<file path="config.mk">
export PLATFORM = sky130hd
export DESIGN_NAME = sock_ctl_qual
export DESIGN_NICKNAME = d
export VERILOG_FILES = /design/src/rtl/sock_ctl_pkg.sv /design/src/rtl/sock_ctl_reg.sv /design/src/rtl/sock_idle_cnt.sv /design/src/rtl/sock_stop_qual.sv /design/src/rtl/sock_ctl_qual.sv
export SDC_FILE = /design/constraint.sdc
export NUM_CORES = 1
export LEC_CHECK = 0
export CORE_UTILIZATION = 27
export CTS_CLUSTER_SIZE = 20
export DETAILED_ROUTE_END_ITERATION = 16
export PLACE_DENSITY = 0.79
export SYNTH_ARGS = -nofsm -noshare
export SYNTH_HDL_FRONTEND = slang
export SYNTH_SLANG_ARGS = --single-unit
</file>
<file path="constraint.sdc">
create_clock -name clk -period 1.5 [get_ports clk]
set_input_delay 0.15 -clock clk [delete_from_list [all_inputs] [get_ports clk]]
set_output_delay 0.15 -clock clk [all_outputs]
set_load 0.05 [all_outputs]
</file>
<file path="src/rtl/sock_ctl_pkg.sv">
// Package: shared field positions, the control-field record and its
// packing to the 32-bit register image. Assumes a single 32-bit register.
package sock_ctl_pkg;

    localparam int REG_W     = 32;
    localparam int ONE_BIT   = 10;
    localparam int MODE_BIT  = 7;
    localparam int VCC_LSB   = 4;
    localparam int VPP_LSB   = 0;
    localparam int FIELD_W   = 3;

    // Core-supply request codes
    typedef enum logic [2:0] {
        VCC_OFF   = 3'b000,
        VCC_RSV1  = 3'b001,
        VCC_5V    = 3'b010,
        VCC_3V3   = 3'b011,
        VCC_LOWA  = 3'b100,
        VCC_LOWB  = 3'b101,
        VCC_RSV6  = 3'b110,
        VCC_RSV7  = 3'b111
    } vcc_code_e;

    // Programming-supply request codes
    typedef enum logic [2:0] {
        VPP_OFF   = 3'b000,
        VPP_12V   = 3'b001,
        VPP_5V    = 3'b010,
        VPP_3V3   = 3'b011,
        VPP_LOWA  = 3'b100,
        VPP_LOWB  = 3'b101,
        VPP_RSV6  = 3'b110,
        VPP_RSV7  = 3'b111
    } vpp_code_e;

    typedef struct packed {
        logic                stop_mode;
        logic [FIELD_W-1:0]  vcc;
        logic [FIELD_W-1:0]  vpp;
    } ctl_t;

    localparam ctl_t CTL_CLEAR = '{stop_mode: 1'b0, vcc: 3'b000, vpp: 3'b000};

    // Build the full register image from the stored fields.
    function automatic logic [REG_W-1:0] ctl_to_word(input ctl_t c);
        logic [REG_W-1:0] w;
        w = '0;
        w[ONE_BIT]                      = 1'b1;
        w[MODE_BIT]                     = c.stop_mode;
        w[VCC_LSB +: FIELD_W]           = c.vcc;
        w[VPP_LSB +: FIELD_W]           = c.vpp;
        return w;
    endfunction

    // Extract the writable fields from a write word.
    function automatic ctl_t word_to_ctl(input logic [7:0] b);
        ctl_t c;
        c.stop_mode = b[MODE_BIT];
        c.vcc       = b[VCC_LSB +: FIELD_W];
        c.vpp       = b[VPP_LSB +: FIELD_W];
        return c;
    endfunction

endpackage

</file>
<file path="src/rtl/sock_ctl_reg.sv">
// Control register: stores the mode bit and two supply request fields.
// Writes land on the low byte only, at the write edge, and are ignored while
// either reset is asserted. The global reset always clears. The bus reset
// clears only when power management is disabled, otherwise the fields hold.
// Assumes both resets are synchronous to clk.
module sock_ctl_reg
    import sock_ctl_pkg::*;
(
    input  logic              clk,
    input  logic              glob_rst_n,
    input  logic              bus_rst_n,
    input  logic              pm_en,
    input  logic              wr_en,
    input  logic [3:0]        wr_be,
    input  logic [REG_W-1:0]  wr_data,
    output ctl_t              ctl_q,
    output logic [REG_W-1:0]  rd_data
);

    logic unused_wr_bits;
    logic take_wr;

    // Upper enables and data bits have no storage behind them.
    assign unused_wr_bits = ^{wr_be[3:1], wr_data[REG_W-1:8], wr_data[3]};

    // Write qualifier: strobe, low-byte enable, no reset in progress.
    assign take_wr = wr_en && wr_be[0] && glob_rst_n && bus_rst_n;

    // Field storage with reset-domain selection.
    always_ff @(posedge clk) begin
        if (!glob_rst_n) begin
            ctl_q <= CTL_CLEAR;
        end else if (!bus_rst_n) begin
            if (!pm_en) begin
                ctl_q <= CTL_CLEAR;
            end
        end else if (take_wr) begin
            ctl_q <= word_to_ctl(wr_data[7:0]);
        end
    end

    // Read image, visible the cycle after the write edge.
    assign rd_data = ctl_to_word(ctl_q);

    a_r9_pm_hold: assert property (@(posedge clk) disable iff (!glob_rst_n)
        (!bus_rst_n && pm_en) |=> $stable(ctl_q));

    a_r10_bus_clear: assert property (@(posedge clk) disable iff (!glob_rst_n)
        (!bus_rst_n && !pm_en) |=> (ctl_q == CTL_CLEAR));

    a_r3_no_low_be: assert property (@(posedge clk) disable iff (!glob_rst_n || !bus_rst_n)
        (wr_en && !wr_be[0]) |=> $stable(ctl_q));

endmodule

</file>
<file path="src/rtl/sock_idle_cnt.sv">
// Idle run counter: counts consecutive idle cycles, clears on a busy cycle
// and saturates at IDLE_THR. It also reports whether the count will be full
// after this edge, so the qualifier can act on the same edge.
// Assumes rst_n already combines every reset that must restart the run.
module sock_idle_cnt #(
    parameter int IDLE_THR = 8,
    localparam int CW      = $clog2(IDLE_THR + 1)
) (
    input  logic          clk,
    input  logic          rst_n,
    input  logic          sock_idle,
    output logic [CW-1:0] cnt_q,
    output logic          full_nxt
);

    localparam logic [CW-1:0] THR_C = CW'(IDLE_THR);

    logic [CW-1:0] cnt_nxt;

    // Next count: clear when busy, hold at the threshold, else step.
    always_comb begin
        if (!sock_idle) begin
            cnt_nxt = '0;
        end else if (cnt_q == THR_C) begin
            cnt_nxt = cnt_q;
        end else begin
            cnt_nxt = cnt_q + 1'b1;
        end
    end

    assign full_nxt = (cnt_nxt == THR_C);

    // Count register.
    always_ff @(posedge clk) begin
        if (!rst_n) begin
            cnt_q <= '0;
        end else begin
            cnt_q <= cnt_nxt;
        end
    end

    a_r8_cnt_bound: assert property (@(posedge clk) disable iff (!rst_n)
        cnt_q <= THR_C);

    a_r8_cnt_busy_clear: assert property (@(posedge clk) disable iff (!rst_n)
        !sock_idle |=> (cnt_q == '0));

endmodule

</file>
<file path="src/rtl/sock_stop_qual.sv">
// Stop qualifier: registers the stop-permitted decision. It needs a full
// idle run and, in mode 0, the host clock-stop-pending input as well.
// Assumes full_nxt already includes the idle state of the current cycle.
module sock_stop_qual (
    input  logic clk,
    input  logic rst_n,
    input  logic full_nxt,
    input  logic stop_mode,
    input  logic host_stop_pend,
    input  logic sock_idle,
    output logic stop_ok
);

    logic host_gate;

    // Host condition: waived in mode 1.
    assign host_gate = stop_mode || host_stop_pend;

    // Registered permission.
    always_ff @(posedge clk) begin
        if (!rst_n) begin
            stop_ok <= 1'b0;
        end else begin
            stop_ok <= full_nxt && host_gate;
        end
    end

    a_r8_drop_on_busy: assert property (@(posedge clk) disable iff (!rst_n)
        !sock_idle |=> !stop_ok);

    a_r6_host_gate: assert property (@(posedge clk) disable iff (!rst_n)
        (!stop_mode && !host_stop_pend) |=> !stop_ok);

endmodule

</file>
<file path="src/rtl/sock_ctl_qual.sv">
// Top: socket control register with card clock-stop qualifier. The register
// supplies the mode bit that selects local-only or host-gated stopping. Both
// resets restart the idle run, and the register chooses its own reset domain.
module sock_ctl_qual
    import sock_ctl_pkg::*;
#(
    parameter int IDLE_THR = 8
) (
    input  logic              clk,
    input  logic              glob_rst_n,
    input  logic              bus_rst_n,
    input  logic              pm_en,
    input  logic              wr_en,
    input  logic [3:0]        wr_be,
    input  logic [REG_W-1:0]  wr_data,
    output logic [REG_W-1:0]  rd_data,
    output logic [2:0]        vcc_req,
    output logic [2:0]        vpp_req,
    input  logic              sock_idle,
    input  logic              host_stop_pend,
    output logic              stop_ok
);

    localparam int CW = $clog2(IDLE_THR + 1);
    localparam logic [CW-1:0] THR_C = CW'(IDLE_THR);

    ctl_t          ctl;
    logic          any_rst_n;
    logic [CW-1:0] idle_cnt;
    logic          idle_full_nxt;

    // Either reset restarts the qualifier path.
    assign any_rst_n = glob_rst_n && bus_rst_n;

    sock_ctl_reg i_reg (
        .clk        (clk),
        .glob_rst_n (glob_rst_n),
        .bus_rst_n  (bus_rst_n),
        .pm_en      (pm_en),
        .wr_en      (wr_en),
        .wr_be      (wr_be),
        .wr_data    (wr_data),
        .ctl_q      (ctl),
        .rd_data    (rd_data)
    );

    sock_idle_cnt #(.IDLE_THR(IDLE_THR)) i_cnt (
        .clk        (clk),
        .rst_n      (any_rst_n),
        .sock_idle  (sock_idle),
        .cnt_q      (idle_cnt),
        .full_nxt   (idle_full_nxt)
    );

    sock_stop_qual i_qual (
        .clk            (clk),
        .rst_n          (any_rst_n),
        .full_nxt       (idle_full_nxt),
        .stop_mode      (ctl.stop_mode),
        .host_stop_pend (host_stop_pend),
        .sock_idle      (sock_idle),
        .stop_ok        (stop_ok)
    );

    assign vcc_req = ctl.vcc;
    assign vpp_req = ctl.vpp;

    a_r5_full_count: assert property (@(posedge clk) disable iff (!any_rst_n)
        stop_ok |-> (idle_cnt == THR_C));

    a_r7_mode1_free: assert property (@(posedge clk) disable iff (!any_rst_n)
        (ctl.stop_mode && idle_full_nxt) |=> stop_ok);

endmodule

</file>
==> key figures, run 1 <==
Critical path
  • Slowest CP cell: a2111oi_2
  • Max incr delay on CP: 0.40 ns
  • Type of origin of the critical path: register
  • CP Cell Sequence: inv_1, ha_1, nand3b_1, xnor2_1, a2111oi_2
  • Required time worst endpoint: 1.66 ns
  • CP max FO: 3
  • Critical path capture point type: register
  • Top delay family on crit path: compound AO/OA/AOI/OAI gates
  • Setup CP Type: reg -> reg
  • WP buf/inv: 1
  • CP arrival: 1.54 ns

STA
  • Setup-failing EPs final: 0
  • Pins over their slew limit: 0
  • Worst clock skew: 0.000196 ns
  • Final setup margin: 0.120 ns
  • Crit share post-route: 92.0%
  • Max Freq: a little over 700 MHz
  • RSZ-0062 raised after global routing: no
  • Post-route minimum period: 1.38 ns
  • Final Hold Fails: 0

Clock tree
  • Clock sink count: 12
  • CTS Buffer Depth: 2
  • Cts bufs inserted: 3
  • Root Buffer: clkbuf_4
  • Htree depth: 1
  • TritonCTS clock tree: built
  • Clock Pin Slew Worst Setup and Hold Paths: 0.07 ns
  • Clock Latency Late Sink: around 0.27 ns

Layout
  • Final #Nets: around 150
  • Area Growth Syn to Fin: 25.5%
  • Layout cells sized above 1: between 20% and 30%
  • Inserted Diodes: 0

Yosys
  • Simple-Gate Fraction of Synth Area: 11.7%
  • Register area share after synthesis: between 30% and 40%
  • Cell taking the most area after synthesis: dfxtp_1
  • Post-synthesis cell type count: 24
  • Seq cells post-synth: 12
  • Leading post-synthesis cells by cell area: dfxtp_1 (32%), buf_4 (32%), a22o_1 (8.3%), ha_1 (3.4%), and4_2 (2.7%)
  • Mapped Area: 739 sq um
  • Synth Warn #: 0
  • Largest family of logic cells by synthesized area: buffers and inverters
  • Yosys top cell area share: 32.5%
  • Post-synthesis compound-gate area fraction: between 10% and 20%
  • Avg Cell Area, Syn: 9.24 sq um
  • XOR/XNOR Fraction of Synth Area: 1.18%
  • Multiplexer share of the synthesized area: under 10%
  • Post-Syn Instances: 80
  • Adder-cell area share of the yosys netlist: 3.38%

Drt
  • Iteration-0 DRC Markers: 10
  • Vias: 547
  • Vias per std cell: 4.05
  • First drt pass iteration count: 4
  • DRC viols: 0
  • Routed WL: 1.35 mm
  • Drt wl/cell: 10.0 um
  • Antenna Violating Nets Remaining: 0

Min path
  • HP Class: in -> reg

Run
  • Max-cap viol count: 0

Global route
  • Largest net degree at the start of global routing: 8
  • Vias in the first global route: slightly above 400
  • Overflow after GRT: 0
  • Initial antenna violation count: 0
  • First-pass GRT wire length: 1.75 mm
  • Tot GR Track Use: under 10%

Die
  • Initial Util: 29.3%
  • Die Height: approximately 54 um
  • Num ports: 82
  • Die X: 54.3 um
  • Total Die Area: between 2000 and 3000 sq um
  • Rows: 18
  • Core Footprint: 2520 sq um

Power and ir drop
  • Leakage: 0.000446 uW
  • Power per cell area: between 900 and 1000 nW/um^2
  • Total power: roughly 840 uW
  • Max rail drop VDD: 0.723 mV

Place
  • Port buffer count: 28
  • Post-DP HPWL: about 1.1 mm
  • Dpl ws: -0.0923 ns
  • Routability congestion estimate: about 0.8

Status
  • Status: completed
## synthesized netlist by cell type
library cell   n
nor2_1         1
clkbuf_1       1
nor2b_1        1
and4_2         2
and4b_1        1
dfxtp_1       12
nand2_1        2
nand2b_1       1
ha_1           2
and4_1         1
conb_1         2
nand3_1        2
buf_4         32
and3_1         1
inv_1          4
o211a_1        1
a2111oi_1      1
a21boi_0       1
a22o_1         7
xnor2_1        1
mux2i_1        1
a21oi_1        1
nand3b_1       1
o2bb2ai_1      1
## worst paths after layout
| path | start | end | slack [ns] | depth (start not counted) |
|---|---|---|---|---|
| worst max-delay path | i_cnt.cnt_q[0] | i_qual.stop_ok | 0.12 | 5 |
| worst min-delay path | wr_data[2] | i_reg.ctl_q[2] | 0.48 | 2 |
| worst max register to register | i_cnt.cnt_q[0] | i_qual.stop_ok | 0.12 | 5 |
| worst min register to register | i_reg.ctl_q[6] | i_reg.ctl_q[6] | 0.50 | 1 |
## placed cells by master (no fill, tap or decap), drive strengths merged, types with 2 or more instances in the layout
master,count
nand2,2
clkbuf,4
a22o,7
conb,25
nand3,2
and4,3
clkdlybuf4s50,14
ha,2
inv,4
buf,17
dfxtp,12
## repair_timing
item                       in CTS  in global routing
setup buffers                   0                  0
hold endpoints to repair        0                  0
setup endpoints to repair       0                  1
hold buffers                    0                  0
gates resized for setup         0                  1
## worst reg2reg max path, cell delays in order, from the launching register on
cell and delay, ns:
dfxtp_1 0.33, inv_1 0.09, ha_1 0.18, nand3b_1 0.10, xnor2_1 0.17, a2111oi_2 0.40
## cell type report
cell class / instances / area [sq um]
multi-input combinational: 54 / 332
sequential: 12 / 240
fill: 274 / 1590
timing repair buffer: 31 / 268
inverter: 4 / 15.0
clock buffer: 4 / 36.3
tap: 30 / 37.5
## routing by layer
metal / track usage, % / share of wire, % / vias up / routed length [um]
met2: 14.8 / 53 / 33 / 722
met5: 0 / 0 / - / 0
met3: 3.61 / 8.0 / 0 / 108
li1: - / - / 264 / -
met1: 9.11 / 39 / 250 / 520
met4: 1.71 / 0 / 0 / 0
## metrics by stage
stage / TNS (ns) / util [%] / area [sq um] / hold WS [ns] / std cells
after floorplan: 0 / - / 826 / 0.248 / 103
after global placement: 0 / 35.2 / 887 / 0.486 / 131
after detailed placement: -0.0923 / 35.2 / 887 / 0.486 / 131
after CTS: 0 / 36.6 / 923 / 0.466 / 135
after global routing: 0 / 36.8 / 928 / 0.475 / 135
final: 0 / 36.8 / 928 / 0.478 / 135
## sequential cells by signal, indices dropped and copies added (netlist names)
signal	flops
i_cnt.cnt_q	4
i_reg.ctl_q	7
i_qual.stop_ok	1
## kinds of logic after synthesis
group                      count (synthesis)
xor gates and xnor gates                   1
and+or+nand+nor                           13
muxes                                      1
other                                      2
adders and majority gates                  2
AOI/OAI and AO/OA                         12
DFF                                       12
buffers and inverters                     37
## report_power, final
group / switching, uW / internal (uW)
Combinational: 200 / 60.4
Clock: 105 / 147
Sequential: 5.28 / 325
Total: 310 / 533
Note: power is estimated with default switching activity, not from simulation.
==> run 2, diff against run 1 <==
--- a/config.mk
+++ b/config.mk
@@ -5,10 +5,12 @@
 export SDC_FILE = /design/constraint.sdc
 export NUM_CORES = 1
 export LEC_CHECK = 0
-export CORE_UTILIZATION = 27
+export ABC_AREA = 1
+export CORE_UTILIZATION = 28
 export CTS_CLUSTER_SIZE = 20
 export DETAILED_ROUTE_END_ITERATION = 16
 export PLACE_DENSITY = 0.79
 export SYNTH_ARGS = -nofsm -noshare
 export SYNTH_HDL_FRONTEND = slang
+export SYNTH_HIERARCHICAL = 1
 export SYNTH_SLANG_ARGS = --single-unit
==> key figures, run 2 <==
Layout
  • Area Growth Syn to Fin: 20.3% (was 25.5%)
  • Largest register FFs: 7 (unchanged)
  • Largest regs: i_reg/ctl_q x7, i_cnt/cnt_q x4, i_qual/stop_ok x1 (was i_reg.ctl_q x7, i_cnt.cnt_q x4, i_qual.stop_ok x1)
  • Most common cell after layout, fill and taps aside: conb_1 (unchanged)
  • Final #Nets: 178 (was 151)
  • Non-filler instance count after layout: 162 (was 135)
  • Design Area, Final: 951 sq um (was 928 sq um)
  • Most frequent cells in the layout: conb_1 (25), nand2_1 (21), clkdlybuf4s50_1 (14), buf_4 (14), dfxtp_1 (12) (was conb_1 (25), buf_4 (17), clkdlybuf4s50_1 (14))
  • Biggest register: i_reg/ctl_q (was i_reg.ctl_q)
  • Inserted Diodes: 0 (unchanged)
  • Layout cells sized above 1: 16.7% (was 22.9%)

Clock tree
  • Clock sink count: 12 (unchanged)
  • CTS Buffer Depth: 2 (unchanged)
  • TritonCTS clock tree: built (unchanged)
  • Cts bufs inserted: 3 (unchanged)
  • Cts hold-fix bufs: 0 (unchanged)
  • Htree depth: 1 (unchanged)
  • Clock Latency Late Sink: 0.27 ns (about the same)
  • Post-CTS Setup Inserts: 0 (unchanged)
  • Clock Pin Slew Worst Setup and Hold Paths: 0.08 ns (was 0.07 ns)
  • Root Buffer: clkbuf_4 (unchanged)
  • Post-CTS resize count: 0 (unchanged)

Place
  • Placed insts: 158 (was 131)
  • Port buffer count: 28 (unchanged)
  • Dpl cell area: 915 sq um (was 887 sq um)
  • Post-DP HPWL: 1.09 mm (was 1.14 mm)
  • Routability congestion estimate: 0.662 (was 0.782)

Yosys
  • Asr flop ratio synth: 0% (unchanged)
  • Leading post-synthesis cells by cell area: dfxtp_1 (30%), buf_4 (30%), nand2_1 (10%), nand3_1 (6.3%), a21oi_1 (4.4%) (was dfxtp_1 (32%), buf_4 (32%), a22o_1 (8.3%), ha_1 (3.4%), and4_2 (2.7%))
  • Most frequent cells after synthesis: buf_4 (32), nand2_1 (21), dfxtp_1 (12) (was buf_4 (32), dfxtp_1 (12), a22o_1 (7))
  • Count leader, synth: buf_4 (unchanged)
  • Post-Syn Instances: 110 (was 80)
  • Avg Cell Area, Syn: 7.19 sq um (was 9.24 sq um)
  • Post-synthesis cell type count: 17 (was 24)
  • Yosys top cell area share: 30.4% (was 32.5%)
  • Register area share after synthesis: 30.4% (was 32.5%)
  • Number of synthesized flops with an enable pin: 0 (unchanged)
  • Cell taking the most area after synthesis: dfxtp_1 (unchanged)
  • Synth Warn #: 6 (was 0)
  • Seq cells post-synth: 12 (unchanged)
  • Ys flop type: dfxtp_1 (unchanged)
  • Mapped Area: 791 sq um (was 739 sq um)

Status
  • Status: completed (unchanged)

STA
  • RSZ-0062 raised after global routing: no (unchanged)
  • Setup-failing EPs final: 0 (unchanged)
  • Final Hold Fails: 0 (unchanged)
  • Post-route minimum period: 1.30 ns (was 1.38 ns)
  • Setup TNS: 0 ns (unchanged)
  • Pins over their slew limit: 0 (unchanged)
  • Worst clock skew: 0.00831 ns (was 0.000196 ns)
  • Crit share post-route: 86.4% (was 92.0%)
  • Max Freq: 771 MHz (was 725 MHz)

Critical path
  • CP max FO: 5 (was 3)
  • Required time worst endpoint: 1.70 ns (was 1.66 ns)
  • CP Cell Sequence: inv_1, ha_1, nand3_2, nand2_1, nand3_1, nand2_1, nor2_1, nand2_1, nor2_1 (was inv_1, ha_1, nand3b_1, xnor2_1, a2111oi_2)
  • R2r endpoint: i_qual/stop_ok (was i_qual.stop_ok)
  • Flop-to-flop setup slack: 0.20 ns (was 0.12 ns)
  • Critical path capture point type: register (unchanged)
  • Most frequent cell on the critical path: nand2_1
  • Setup CP Type: reg -> reg (unchanged)
  • Type of origin of the critical path: register (unchanged)
  • Slowest CP cell: dfxtp_1 (was a2111oi_2)
  • Reg2reg start: i_cnt/cnt_q[0] (was i_cnt.cnt_q[0])
  • Max incr delay on CP: 0.39 ns (was 0.40 ns)
  • CP arrival: 1.50 ns (was 1.54 ns)
  • Reg2Reg Depth: 9 (was 5)

Drt
  • Iteration-0 DRC Markers: 5 (was 10)
  • Antenna Violating Nets Remaining: 0 (unchanged)
  • Drt wl/cell: 8.46 um (was 10.0 um)
  • Routed WL: 1.37 mm (was 1.35 mm)
  • Vias per std cell: 3.98 (was 4.05)
  • DRC viols: 0 (unchanged)
  • Vias: 644 (was 547)
  • First drt pass iteration count: 4 (unchanged)

Global route
  • GR peak layer: met2 (unchanged)
  • Tot GR Track Use: 9.87% (was 8.34%)
  • Initial antenna violation count: 0 (unchanged)
  • Met3 Use GR: 2.19% (was 3.61%)
  • Overflow after GRT: 0 (unchanged)
  • Met2 Track Usage GR: 15.5% (was 14.8%)
  • Grt met1 use: 11.6% (was 9.11%)
  • First-pass GRT wire length: 2.10 mm (was 1.75 mm)
  • Vias in the first global route: 526 (was 412)
  • Largest net degree at the start of global routing: 8 (unchanged)

Die
  • Initial Util: 30.8% (was 29.3%)
  • Die X: 55.1 um (was 54.3 um)
  • Core Footprint: 2570 sq um (was 2520 sq um)
  • Total Die Area: 3040 sq um (was 2950 sq um)
  • Num ports: 82 (unchanged)
  • Die Height: 55.1 um (was 54.3 um)
  • Rows: 18 (unchanged)

Power and ir drop
  • Net switching power figure: 299 uW (was 310 uW)
  • Clock share of power: 31.3% (was 30.0%)
  • Comb pwr share: 28.7% (was 30.9%)
  • Leakage: 0.000446 uW (about the same)
  • Power per cell area: 860 nW/um^2 (was 908 nW/um^2)
  • Pint: 519 uW (was 533 uW)
  • Max rail drop VDD: 0.350 mV (was 0.723 mV)
  • Switching share of power: 36.6% (was 36.8%)
  • Sequential power share: 40.0% (was 39.2%)

Min path
  • HP Class: in -> reg (unchanged)
  • WHS Endpoint: i_reg/ctl_q[1] (was i_reg.ctl_q[2])
  • Hold Crit Start: wr_data[1] (was wr_data[2])
  • Min-Delay Path Depth: 3 (was 2)

Run
  • Max-cap viol count: 0 (unchanged)
-- run 2: changes by cell type after synthesis, sizes merged, moves of 2 or more --
| cell | change |
|---|---|
| a22o | -7 |
| inv | +6 |
| nor2 | +6 |
| nand4 | +2 |
| and4 | -3 |
| a21oi | +6 |
| nand2 | +20 |
| nand3 | +9 |
-- run 2: stage by stage --
stage	power, uW	setup slack, ns	util [%]	hold WS [ns]
after floorplan	571	0.341	-	0.271
after global placement	568	0.209	35.6	0.487
after detailed placement	568	0.179	35.6	0.495
after CTS	823	0.192	37.0	0.426
after global routing	857	0.0626	37.0	0.449
final	818	0.203	37.0	0.425
-- run 2: worst max path at each step --
stage / from / endpoint / slack, ns / depth (start not counted)
final: i_cnt/cnt_q[0] / i_qual/stop_ok / 0.20 / 9
after detailed placement: glob_rst_n / i_reg/ctl_q[0] / 0.18 / 5
after CTS: i_cnt/cnt_q[0] / i_qual/stop_ok / 0.19 / 9
after global routing: i_cnt/cnt_q[0] / i_qual/stop_ok / 0.06 / 9
after floorplan: i_cnt/cnt_q[0] / i_qual/stop_ok / 0.34 / 9
after global placement: i_cnt/cnt_q[0] / i_qual/stop_ok / 0.21 / 9
-- run 2: area by class of cell --
| type | instances | area [sq um] |
|---|---|---|
| Clock buffer | 4 | 36.3 |
| Fill cell | 294 | 1620 |
| Inverter | 10 | 37.5 |
| Multi-Input combinational cell | 78 | 354 |
| Sequential cell | 12 | 240 |
| Tap cell | 30 | 37.5 |
| Timing Repair Buffer | 28 | 245 |
-- run 2: per-layer routing --
metal,share of wire [%],vias up
met2,46,34
li1,-,328
met5,0,-
met3,8.2,4
met1,43,278
met4,2.7,0
-- run 2: power groups by stage --
stage	Clock (uW)	Sequential (uW)	Combinational (uW)
CTS	262	327	234
finish	256	327	234
global route	280	328	249
floorplan	0	344	228
global placement	0	335	233
detailed placement	0	335	233
-- run 2: cell families (layout without fill, tap and decap cells) --
kind of cell	Yosys count	in the layout	synth area share [%]
AOI/OAI and AO/OA	7	7	4.43
and+or+nand+nor	44	44	25.3
buffers and inverters	43	42	35.8
adders and majority gates	2	2	3.16
other	2	25	0.950
DFF	12	12	30.4
-- run 2: critical path, delay by kind of cell (launching register included) --
family                     cells  cell delay, ns
and+or+nand+nor                7            0.56
buffers and inverters          1            0.08
DFF                            1            0.39
adders and majority gates      1            0.22
==> run 3, diff against run 2 <==
--- a/config.mk
+++ b/config.mk
@@ -10,6 +10,7 @@
 export CTS_CLUSTER_SIZE = 20
 export DETAILED_ROUTE_END_ITERATION = 16
 export PLACE_DENSITY = 0.79
+export SETUP_SLACK_MARGIN = 0.2
 export SYNTH_ARGS = -nofsm -noshare
 export SYNTH_HDL_FRONTEND = slang
 export SYNTH_HIERARCHICAL = 1
==> key figures, run 3 (synthesis results as in run 2) <==
STA
  • Setup TNS: 0 ns (unchanged)
  • RSZ-0062 raised after global routing: no (unchanged)
  • Max Freq: 844 MHz (was 771 MHz)
  • Worst clock skew: 0.00821 ns (was 0.00831 ns)
  • Pins over their slew limit: 0 (unchanged)
  • Post-route minimum period: 1.18 ns (was 1.30 ns)
  • Crit share post-route: 79.0% (was 86.4%)
  • Hold Slack: 0.426 ns (was 0.425 ns)
  • Setup-failing EPs final: 0 (unchanged)
  • Final Hold Fails: 0 (unchanged)

Power and ir drop
  • Leakage: 0.000449 uW (was 0.000446 uW)
  • Sequential power share: 40.0% (about the same)
  • Power per cell area: 854 nW/um^2 (was 860 nW/um^2)
  • Clock share of power: 31.3% (about the same)
  • Comb pwr share: 28.8% (was 28.7%)
  • Net switching power figure: 300 uW (was 299 uW)
  • Pint: 519 uW (about the same)
  • Max rail drop VDD: 0.351 mV (was 0.350 mV)
  • Switching share of power: 36.6% (about the same)

Critical path
  • Setup CP Type: reg -> reg (unchanged)
  • Type of origin of the critical path: register (unchanged)
  • CP arrival: 1.39 ns (was 1.50 ns)
  • CP max FO: 4 (was 5)
  • Required time worst endpoint: 1.70 ns (about the same)
  • Critical path capture point type: register (unchanged)

Die
  • Core Footprint: 2570 sq um (unchanged)
  • Num ports: 82 (unchanged)
  • Total Die Area: 3040 sq um (unchanged)
  • Initial Util: 30.8% (unchanged)
  • Die X: 55.1 um (unchanged)
  • Rows: 18 (unchanged)
  • Die Height: 55.1 um (unchanged)

Global route
  • Tot GR Track Use: 9.87% (unchanged)
  • Largest net degree at the start of global routing: 8 (unchanged)
  • Vias in the first global route: 526 (unchanged)
  • Overflow after GRT: 0 (unchanged)
  • Initial antenna violation count: 0 (unchanged)
  • First-pass GRT wire length: 2.10 mm (unchanged)

Drt
  • First drt pass iteration count: 4 (unchanged)
  • Antenna Violating Nets Remaining: 0 (unchanged)
  • Vias per std cell: 3.99 (was 3.98)
  • DRC viols: 0 (unchanged)
  • Drt wl/cell: 8.55 um (was 8.46 um)
  • Vias: 647 (was 644)
  • Iteration-0 DRC Markers: 7 (was 5)
  • Routed WL: 1.39 mm (was 1.37 mm)

Clock tree
  • TritonCTS clock tree: built (unchanged)
  • Root Buffer: clkbuf_4 (unchanged)
  • Htree depth: 1 (unchanged)
  • Clock Pin Slew Worst Setup and Hold Paths: 0.08 ns (about the same)
  • CTS Buffer Depth: 2 (unchanged)
  • Clock sink count: 12 (unchanged)
  • Clock Latency Late Sink: 0.27 ns (about the same)
  • Cts bufs inserted: 3 (unchanged)

Min path
  • HP Class: in -> reg (unchanged)

Layout
  • # fillers: 291 (was 294)
  • Largest register FFs: 7 (unchanged)
  • Layout cells sized above 1: 18.9% (was 16.7%)
  • Final #Nets: 178 (unchanged)
  • Area Growth Syn to Fin: 21.4% (was 20.3%)
  • Util after Layout: 37.4% (was 37.0%)
  • Biggest register: i_reg/ctl_q (unchanged)
  • Most common cell after layout, fill and taps aside: conb_1 (unchanged)
  • Most frequent cells in the layout: conb_1 (25), nand2_1 (21), clkdlybuf4s50_1 (14), buf_4 (14), dfxtp_1 (11) (was conb_1 (25), nand2_1 (21), clkdlybuf4s50_1 (14), buf_4 (14), dfxtp_1 (12))
  • Inserted Diodes: 0 (unchanged)
  • Largest regs: i_reg/ctl_q x7, i_cnt/cnt_q x4, i_qual/stop_ok x1 (unchanged)

Status
  • Status: completed (unchanged)

Run
  • Max-cap viol count: 0 (unchanged)

Place
  • Post-DP HPWL: 1.09 mm (unchanged)
  • Routability congestion estimate: 0.662 (unchanged)
  • Port buffer count: 28 (unchanged)
==> run 3: changes by cell type in the layout (fill, tap and decap cells not counted) <==
cell,previous run,this run
dfxtp_2,0,1
ha_1,2,1
ha_2,0,1
dfxtp_1,12,11
nand3_2,1,2
nand3_1,10,9
==> run 3: path summary, 6_finish.rpt <==
path	start	endpoint	slack (ns)	cells past startpoint
max	i_cnt/cnt_q[1]	i_qual/stop_ok	0.32	9
min	wr_data[1]	i_reg/ctl_q[1]	0.43	3
max reg2reg	i_cnt/cnt_q[1]	i_qual/stop_ok	0.32	9
min reg2reg	i_reg/ctl_q[1]	i_reg/ctl_q[1]	0.50	2
==> run 3: layer usage <==
layer | up-vias | share of wire, % | routed length [um] | global-route usage [%]
met5 | - | 0 | 0 | 0
met3 | 4 | 8.2 | 113 | 2.19
li1 | 328 | - | - | -
met2 | 34 | 47 | 651 | 15.5
met1 | 281 | 42 | 583 | 11.6
met4 | 0 | 2.7 | 37 | 7.50
==> run 3: area by class of cell <==
class	instances	area, sq um	area share [%]
well taps	30	37.5	3.91
inverters	10	37.5	3.91
repair buffers	28	245	25.6
clock buffers	4	36.3	3.78
flip-flops and latches	12	241	25.2
multi-input cells	78	362	37.7
==> run 3: timing repair <==
item                                    in CTS  in global routing
setup buffers                                0                  0
endpoints found under the setup margin       1                  1
resized for setup                            1                  2
pin swaps                                    0                  1
hold buffers                                 0                  0
==> run 3: power by group through the flow <==
stage / sequential (uW) / clock, uW / combinational (uW)
2_1_floorplan: 344 / 0 / 228
6_report: 327 / 256 / 236
3_5_place_dp: 335 / 0 / 233
3_3_place_gp: 335 / 0 / 233
5_1_grt: 328 / 280 / 250
4_1_cts: 328 / 262 / 234
==> run 3: per-stage QoR <==
stage / area [sq um] / worst slack, ns / total power (uW) / instances
floorplan: 877 / 0.341 / 571 / 133
global placement: 915 / 0.209 / 568 / 158
detailed placement: 915 / 0.179 / 568 / 158
CTS: 952 / 0.242 / 823 / 162
global route: 960 / 0.204 / 859 / 162
finish: 960 / 0.316 / 819 / 162
==> run 3: critical path, stage by stage (launching register included) <==
cell and delay, ns:
dfxtp_1 0.38, inv_1 0.06, ha_2 0.18, nand3_2 0.08, nand2_1 0.06, nand3_2 0.08
nand2_1 0.05, nor2_1 0.08, nand2_1 0.06, nor2_1 0.09
